`src/rtl/mpt_pkg.sv`:
```
package mpt_pkg;
  localparam int REG_W    = 32;
  localparam int SYS_SPAN = 20;  // bytes in the system window

  typedef logic [REG_W-1:0] word_t;

  // register indexes inside a window (byte offset >> 2)
  localparam logic [2:0] IDX_LIMIT  = 3'd0;
  localparam logic [2:0] IDX_COUNT  = 3'd1;
  localparam logic [2:0] IDX_CTRL   = 3'd2;
  localparam logic [2:0] IDX_CONFIG = 3'd4;

  // true when one more step of cnt hits the period set by lim (0 = 2^REG_W)
  function automatic logic lim_terminal(input word_t cnt, input word_t lim);
    logic [REG_W:0] nxt;
    logic [REG_W:0] per;
    nxt = {1'b0, cnt} + {{REG_W{1'b0}}, 1'b1};
    per = (lim == '0) ? {1'b1, {REG_W{1'b0}}} : {1'b0, lim};
    return nxt == per;
  endfunction
endpackage

```
`src/rtl/mpt_decode.sv`:
```
module mpt_decode #(
  parameter int NPROC    = 4,
  parameter int AW       = 8,
  parameter int SYS_BASE = 64
) (
  input  logic [AW-1:0]    addr,
  output logic [NPROC-1:0] proc_sel,
  output logic             sys_sel,
  output logic [2:0]       idx
);
  import mpt_pkg::*;
  localparam int PW = AW - 4;
  localparam logic [AW-1:0] SYS_LO = AW'(SYS_BASE);
  localparam logic [AW-1:0] SYS_HI = AW'(SYS_BASE + SYS_SPAN);

  logic aligned;

  always_comb begin
    aligned = (addr[1:0] == 2'b00);
    sys_sel = aligned && (addr >= SYS_LO) && (addr < SYS_HI);
    idx     = sys_sel ? addr[4:2] : {1'b0, addr[3:2]};
  end

  generate
    for (genvar g = 0; g < NPROC; g++) begin : g_psel
      assign proc_sel[g] = aligned && (addr[AW-1:4] == PW'(g));
    end
  endgenerate
endmodule

```
`src/rtl/mpt_sys_timer.sv`:
```
module mpt_sys_timer
  import mpt_pkg::*;
#(
  parameter int NPROC = 4
) (
  input  logic             clk,
  input  logic             rst_n,
  input  logic             tick,
  input  logic             sel,
  input  logic             wr,
  input  logic             rd,
  input  logic [2:0]       idx,
  input  word_t            wdata,
  output word_t            rdata,
  output logic             irq,
  output logic [NPROC-1:0] cfg,
  output logic [NPROC-1:0] to_user,
  output logic [NPROC-1:0] to_cnt
);
  word_t            limit_q, limit_d, count_q, count_d;
  logic             reached_q, reached_d, irq_q, irq_d;
  logic [NPROC-1:0] cfg_q, cfg_d;
  logic             fire, wr_lim, rd_lim, wr_cfg;

  always_comb begin
    fire    = tick && lim_terminal(count_q, limit_q);
    wr_lim  = sel && wr && (idx == IDX_LIMIT);
    rd_lim  = sel && rd && (idx == IDX_LIMIT);
    wr_cfg  = sel && wr && (idx == IDX_CONFIG);
    to_user = wr_cfg ? (wdata[NPROC-1:0] & ~cfg_q) : '0;
    to_cnt  = wr_cfg ? (~wdata[NPROC-1:0] & cfg_q) : '0;
  end

  always_comb begin
    limit_d   = limit_q;
    count_d   = count_q;
    reached_d = reached_q;
    irq_d     = irq_q;
    cfg_d     = cfg_q;
    if (tick) count_d = fire ? '0 : count_q + word_t'(1);
    if (fire) begin
      reached_d = 1'b1;
      irq_d     = 1'b1;
    end
    if (rd_lim && !fire) begin
      reached_d = 1'b0;
      irq_d     = 1'b0;
    end
    if (wr_lim) begin
      limit_d   = wdata;
      count_d   = '0;
      reached_d = 1'b0;
      irq_d     = 1'b0;
    end
    if (wr_cfg) cfg_d = wdata[NPROC-1:0];
  end

  always_ff @(posedge clk or negedge rst_n) begin
    if (!rst_n) begin
      limit_q   <= '0;
      count_q   <= '0;
      reached_q <= 1'b0;
      irq_q     <= 1'b0;
      cfg_q     <= '0;
    end else begin
      limit_q   <= limit_d;
      count_q   <= count_d;
      reached_q <= reached_d;
      irq_q     <= irq_d;
      cfg_q     <= cfg_d;
    end
  end

  always_comb begin
    case (idx)
      IDX_LIMIT:  rdata = limit_q;
      IDX_COUNT:  rdata = count_q;
      IDX_CTRL:   rdata = {{(REG_W-2){1'b0}}, reached_q, 1'b1};
      IDX_CONFIG: rdata = {{(REG_W-NPROC){1'b0}}, cfg_q};
      default:    rdata = '0;
    endcase
  end

  assign irq = irq_q;
  assign cfg = cfg_q;


  sys_irq_reach_chk: assert property (@(posedge clk) disable iff (!rst_n)
    $rose(irq_q) |-> reached_q);


  sys_limwr_chk: assert property (@(posedge clk) disable iff (!rst_n)
    wr_lim |=> (!irq_q && count_q == '0));
endmodule

```
`src/rtl/mpt_proc_timer.sv`:
```
module mpt_proc_timer
  import mpt_pkg::*;
(
  input  logic       clk,
  input  logic       rst_n,
  input  logic       tick,
  input  logic       sel,
  input  logic       wr,
  input  logic       rd,
  input  logic [2:0] idx,
  input  word_t      wdata,
  input  logic       user_mode,
  input  logic       go_user,
  input  logic       go_cnt,
  output word_t      rdata,
  output logic       irq
);
  localparam int CW = 2 * REG_W;

  word_t         limit_q, limit_d;
  logic [CW-1:0] count_q, count_d;
  logic          reached_q, reached_d, irq_q, irq_d, run_q, run_d;
  logic          wr_lim, wr_cnt, wr_ctl, rd_lim, term, adv, fire;

  always_comb begin
    wr_lim = sel && wr && (idx == IDX_LIMIT);
    wr_cnt = sel && wr && (idx == IDX_COUNT);
    wr_ctl = sel && wr && (idx == IDX_CTRL);
    rd_lim = sel && rd && (idx == IDX_LIMIT);
    term   = user_mode ? (&count_q) : lim_terminal(count_q[REG_W-1:0], limit_q);
    adv    = tick && run_q;
    fire   = adv && term;
  end

  always_comb begin
    limit_d   = limit_q;
    count_d   = count_q;
    reached_d = reached_q;
    irq_d     = irq_q;
    run_d     = run_q;
    if (adv) begin
      if (term)           count_d = '0;
      else if (user_mode) count_d = count_q + CW'(1);
      else                count_d = {{REG_W{1'b0}}, count_q[REG_W-1:0] + word_t'(1)};
    end
    if (fire) begin
      reached_d = 1'b1;
      irq_d     = 1'b1;
    end
    if (rd_lim && !fire) begin
      reached_d = 1'b0;
      irq_d     = 1'b0;
    end
    if (user_mode) begin
      if (wr_lim) begin
        count_d[CW-1:REG_W] = wdata;
        reached_d           = 1'b0;
      end
      if (wr_cnt) begin
        count_d[REG_W-1:0] = wdata;
        reached_d          = 1'b0;
      end
      if (wr_ctl) run_d = wdata[0];
    end else if (wr_lim) begin
      limit_d   = wdata;
      count_d   = '0;
      reached_d = 1'b0;
      irq_d     = 1'b0;
    end
    if (go_user) begin
      irq_d   = 1'b0;
      run_d   = 1'b0;
      count_d = '0;
    end
    if (go_cnt) begin
      run_d   = 1'b1;
      count_d = '0;
    end
  end

  always_ff @(posedge clk or negedge rst_n) begin
    if (!rst_n) begin
      limit_q   <= '0;
      count_q   <= '0;
      reached_q <= 1'b0;
      irq_q     <= 1'b0;
      run_q     <= 1'b1;
    end else begin
      limit_q   <= limit_d;
      count_q   <= count_d;
      reached_q <= reached_d;
      irq_q     <= irq_d;
      run_q     <= run_d;
    end
  end

  always_comb begin
    case (idx)
      IDX_LIMIT: rdata = user_mode ? count_q[CW-1:REG_W] : limit_q;
      IDX_COUNT: rdata = count_q[REG_W-1:0];
      IDX_CTRL:  rdata = {{(REG_W-2){1'b0}}, reached_q, run_q};
      default:   rdata = '0;
    endcase
  end

  assign irq = irq_q;


  run_in_cnt_chk: assert property (@(posedge clk) disable iff (!rst_n)
    !user_mode |-> run_q);


  to_user_seq_chk: assert property (@(posedge clk) disable iff (!rst_n)
    go_user |=> (!irq_q && !run_q && count_q == '0));


  to_cnt_seq_chk: assert property (@(posedge clk) disable iff (!rst_n)
    go_cnt |=> (run_q && count_q == '0));


  user_hold_chk: assert property (@(posedge clk) disable iff (!rst_n)
    (user_mode && !run_q && !(sel && wr) && !go_cnt) |=> $stable(count_q));


  ack_clear_chk: assert property (@(posedge clk) disable iff (!rst_n)
    (rd_lim && !fire) |=> !irq_q);
endmodule

```
`src/rtl/mpt_top.sv`:
```
module mpt_top
  import mpt_pkg::*;
#(
  parameter int NPROC    = 4,
  parameter int AW       = 8,
  parameter int SYS_BASE = 64
) (
  input  logic             clk,
  input  logic             rst_n,
  input  logic             tick,
  input  logic             bus_wr,
  input  logic             bus_rd,
  input  logic [AW-1:0]    bus_addr,
  input  logic [31:0]      bus_wdata,
  output logic [31:0]      bus_rdata,
  output logic             sys_irq,
  output logic [NPROC-1:0] cpu_irq
);
  logic [NPROC-1:0] proc_sel, cfg, to_user, to_cnt;
  logic             sys_sel;
  logic [2:0]       idx;
  word_t            sys_rd;
  word_t            proc_rd [NPROC];

  mpt_decode #(.NPROC(NPROC), .AW(AW), .SYS_BASE(SYS_BASE)) u_dec (
    .addr(bus_addr), .proc_sel(proc_sel), .sys_sel(sys_sel), .idx(idx)
  );

  mpt_sys_timer #(.NPROC(NPROC)) u_sys (
    .clk(clk), .rst_n(rst_n), .tick(tick), .sel(sys_sel), .wr(bus_wr),
    .rd(bus_rd), .idx(idx), .wdata(bus_wdata), .rdata(sys_rd),
    .irq(sys_irq), .cfg(cfg), .to_user(to_user), .to_cnt(to_cnt)
  );

  generate
    for (genvar g = 0; g < NPROC; g++) begin : g_proc
      mpt_proc_timer u_pt (
        .clk(clk), .rst_n(rst_n), .tick(tick), .sel(proc_sel[g]),
        .wr(bus_wr), .rd(bus_rd), .idx(idx), .wdata(bus_wdata),
        .user_mode(cfg[g]), .go_user(to_user[g]), .go_cnt(to_cnt[g]),
        .rdata(proc_rd[g]), .irq(cpu_irq[g])
      );
    end
  endgenerate

  always_comb begin
    bus_rdata = sys_sel ? sys_rd : '0;
    for (int i = 0; i < NPROC; i++) begin
      if (proc_sel[i]) bus_rdata = proc_rd[i];
    end
  end
endmodule

```
`config.mk`:
```
export PLATFORM = sky130hd
export DESIGN_NAME = mpt_top
export DESIGN_NICKNAME = d
export VERILOG_FILES = /design/src/rtl/mpt_pkg.sv /design/src/rtl/mpt_decode.sv /design/src/rtl/mpt_sys_timer.sv /design/src/rtl/mpt_proc_timer.sv /design/src/rtl/mpt_top.sv
export SDC_FILE = /design/constraint.sdc
export NUM_CORES = 2
export LEC_CHECK = 0
export BUFFER_PORTS_ARGS = -buffer_cell sky130_fd_sc_hd__buf_2
export CELL_PAD_IN_SITES_DETAIL_PLACEMENT = 1
export CELL_PAD_IN_SITES_GLOBAL_PLACEMENT = 1
export CORE_ASPECT_RATIO = 1.4
export CORE_MARGIN = 5
export CORE_UTILIZATION = 53
export CTS_CLUSTER_DIAMETER = 40
export DETAILED_ROUTE_END_ITERATION = 8
export PLACE_DENSITY_LB_ADDON = 0.25
export SYNTH_ARGS = -nofsm -noshare
export SYNTH_HDL_FRONTEND = slang
export SYNTH_SLANG_ARGS = --single-unit
export TNS_END_PERCENT = 30
```
`constraint.sdc`:
```
create_clock -name clk -period 9.7 [get_ports clk]
set_clock_uncertainty 0.05 [all_clocks]
set_input_delay 1.455 -clock clk [delete_from_list [all_inputs] [get_ports clk]]
set_output_delay 1.455 -clock clk [all_outputs]
set_load 0.02 [all_outputs]
```
==> flow_summary.yaml <==
synth:
  synthSimpleGateAreaFrac: 0.2441
  ys_seq_area_frac: 0.3308
  synth-seq-cells: 465
  synth-edff-count: 0
  synthAdderAreaFrac: 0.001778
  synth_top_family_by_area: "simple AND/OR/NAND/NOR gates"
  synth.area.mux_share: 0.09460
  syn_area_um2: 35200
  synth_compound_area_frac: 0.1898
  synth_xor_area_frac: 0.08614
  synth_fp_nets: 4370
  synthTopCellsByArea: "dfrtp_1 (33%), mux2_2 (6.0%), xnor2_1 (4.7%)"
  ys.flop_type: "dfrtp_1"
  synthArstFlopShare: 1.000
  netlist_instances: 4320
  synth_top_area_frac: 0.3278
  yosys.cell_types.count: 88
  syn_area_per_cell_um2: 8.147
  synth_top_area_cell: "dfrtp_1"
  ys_warn_count: 0
cells_and_area:
  drive_above_1_share: 0.1328
  finish.utilization: 0.5869
  nNetsFinal: 4191
  n_fill_cell: 7823
  seq_area_um2: 11650
  area_growth_pct: 9.549
  multiInputGateArea_um2: 21820
timing:
  rsz0062_at_grt: "false"
  drv_slew: 0
  tns_ps: 0
  final.min_clock_period_ps: 6439
  post-route-period-util: 0.6638
  slew_headroom: 0.01397
  tightest_slew_ps: 1466
  final_hold_viol_count: 0
  fmax_mhz: 155.3
  setup_viol: 0
grt:
  grt_antenna_before_repair: 19
  grt.total_usage: 0.4913
  grt.met1_usage: 0.5860
  grt_pass1_vias: 37920
  grt_max_degree: 154
  grt_overflow_total: 0
  grt_pass1_wl_um: 263900
  grt_use_met3: 0.1249
  grt.busiest_layer: "met2"
  met2_usage: 0.7235
die:
  core_area_um2: 65690
  die_h_um: 314.9
  ios: 82
  die_area_um2: 71730
  rows: 111
  die_x_um: 227.8
  initial_core_util: 0.5358
detailed_routing:
  post_drt_wl_per_cell_um: 35.95
  drtIter0Drc: 5209
  routed_via_density: 7.492
  drt_wl_total_um: 182300
  drt-pass1-iter-count: 7
  postRouteAntennaNets: 0
  dr_total_vias: 37980
  drc: 0
setup_path:
  max_stage_delay_ps: 1010
  cp_top_family: "simple AND/OR/NAND/NOR gates"
  critical_path_required_ps: 8200
  critical-path-slowest-cell: "nor4_2"
  crit_top_cell: "buf_2"
  start_kind: "input port"
  end_kind: "output pin"
  critical_path_class: "input port to output pin"
  cp_max_fo: 51
  path_cells: "buf_2, nor3_1, nand2b_1, nor4_2, buf_4, a22oi_1, o221ai_1, buf_2"
  worst_ep_arrival_time_ps: 4930
  critical_path_buf_inv_count: 3
clock_tree:
  insertion_delay_ps: 650
  post_cts_resized: 0
  cts_setup_buffers: 0
  clock-sinks: 465
  htree_levels: 3
  cts-buffers-inserted: 82
  cts_tree: "yes"
  cts_hold_buf: 0
  cts_root_buffer: "clkbuf_16"
  cts_buffer_depth: 3
  path_clk_slew_ps: 50
power_and_ir_drop:
  p_per_area_nw_per_um2: 186.0
  total_leakage_power_nw: 15.65
  peakVddDrop_v: 0.0002290
worst_hold_path:
  hold_class: "register to register"
place:
  dp_hpwl_um: 126800
  globalplace.congestion: 1.102
  placement.io_buffers: 81
run_status:
  violations: "max-capacitance violations"
  outcome: "finished with violations"
job:
  cap_violations: 1
kinds of logic after synthesis:
logic type	count (synthesis)
flops	465
mux	309
buf+inv	463
xor+xnor	343
fa+ha+maj	5
simple gates	1706
compound gates	1029
worst reg2reg max path, cell delays in order (launching register included):
cell and delay [ps]:
dfrtp_1 620, ha_1 340, nand3_1 480, or4_1 900
or4_1 710, xnor2_1 180, or3_1 370, nor4_1 230
nand3_1 170, and2_1 290, o21ai_1 700, o21ai_0 250
through the flow:
step	hold slack, ps	cell area (µm²)	worst slack (ps)	cells	total power [mW]
final	483.1	38560	3261	5070	7.171
after global routing	504.9	38520	3261	5055	7.365
after CTS	480.3	38510	3444	5055	7.081
after detailed placement	473.1	35640	3463	4904	3.998
after global placement	461.9	35640	3554	4904	3.946
after floorplan	447.1	35200	4733	4320	3.383
placed cells by master (no fill, tap or decap), types with 32 or more instances in the layout:
cell / Yosys / final
mux2i_1: 120 / 120
nand3_1: 186 / 186
a21oi_1: 212 / 211
a211oi_1: 56 / 56
a22o_1: 55 / 55
inv_1: 53 / 53
dfrtp_1: 461 / 457
nor2_1: 397 / 380
clkbuf_16: 0 / 84
buf_2: 36 / 80
buf_4: 13 / 65
mux2_2: 189 / 189
xor2_1: 152 / 152
o21ai_0: 303 / 302
xnor2_1: 189 / 189
nand2_1: 390 / 388
nand4_1: 144 / 144
a22oi_1: 139 / 139
and3_1: 84 / 84
or3_1: 57 / 57
nor3_1: 143 / 142
nor4_1: 105 / 104
or4_1: 32 / 32
state kept, by name, indices dropped and copies added (netlist names):
name and cells:
g_proc.u_pt.count_q 256, g_proc.u_pt.limit_q 128, u_sys.count_q 32, u_sys.limit_q 32
g_proc.u_pt.irq 4, g_proc.u_pt.reached_q 4, g_proc.u_pt.run_q 4, u_sys.cfg 4
u_sys.reached_q 1
power by group:
part / internal, mW / switching (mW)
clock network: 1.91 / 1.19
logic: 0.560 / 1.02
registers: 2.07 / 0.424
total: 4.54 / 2.63
final timing paths:
check                                                    startpoint                                   end  slack [ps]  depth (start not counted)
worst min-delay path             g_proc[3].u_pt.reached_q$_DFF_PN0_    g_proc[3].u_pt.reached_q$_DFF_PN0_         480                          2
worst min register to register   g_proc[3].u_pt.reached_q$_DFF_PN0_    g_proc[3].u_pt.reached_q$_DFF_PN0_         480                          2
max in group asynchronous                                     rst_n              u_sys.cfg[1]$_DFFE_PN0P_        6720                          3
worst max-delay path                                    bus_addr[1]                         bus_rdata[13]        3260                          8
min in group asynchronous                                     rst_n   g_proc[3].u_pt.count_q[7]$_DFF_PN0_         740                          1
worst max register to register  g_proc[2].u_pt.count_q[0]$_DFF_PN0_  g_proc[2].u_pt.count_q[33]$_DFF_PN0_        4240                         11
routing by layer:
| metal | vias up | part of all wire |
|---|---|---|
| met5 | - | 0.00036 |
| met4 | 8 | 0.12 |
| met1 | 18870 | 0.35 |
| li1 | 15530 | - |
| met3 | 887 | 0.12 |
| met2 | 2689 | 0.42 |
synth_stat cells, drive strengths merged (13+ instances only):
cell type / n
or4: 33
mux2: 189
o31ai: 28
and4: 29
mux2i: 120
nand2b: 16
o311a: 16
a221oi: 18
buf: 76
a21oi: 212
a211oi: 56
dfrtp: 461
nand3: 188
and3: 84
clkbuf: 334
nor2b: 21
inv: 53
a22oi: 139
xor2: 152
nand2: 391
a22o: 55
nor4: 110
o22ai: 17
nand3b: 13
or2: 14
xnor2: 189
o221ai: 30
a32o: 16
or3: 57
nand4: 146
nor2: 399
o21ai: 326
and2: 28
nor3: 148
a31oi: 22
cell type report:
type	count	share of cell area
Timing Repair Buffer	147	0.02395
Inverter	53	0.005160
Multi-Input combinational cell	3392	0.5659
Tap cell	847	0.02749
Antenna cell	15	0.0009736
Clock buffer	94	0.05731
Clock inverter	57	0.01720
Sequential cell	465	0.3021
Power figures use the tool's default switching activity.
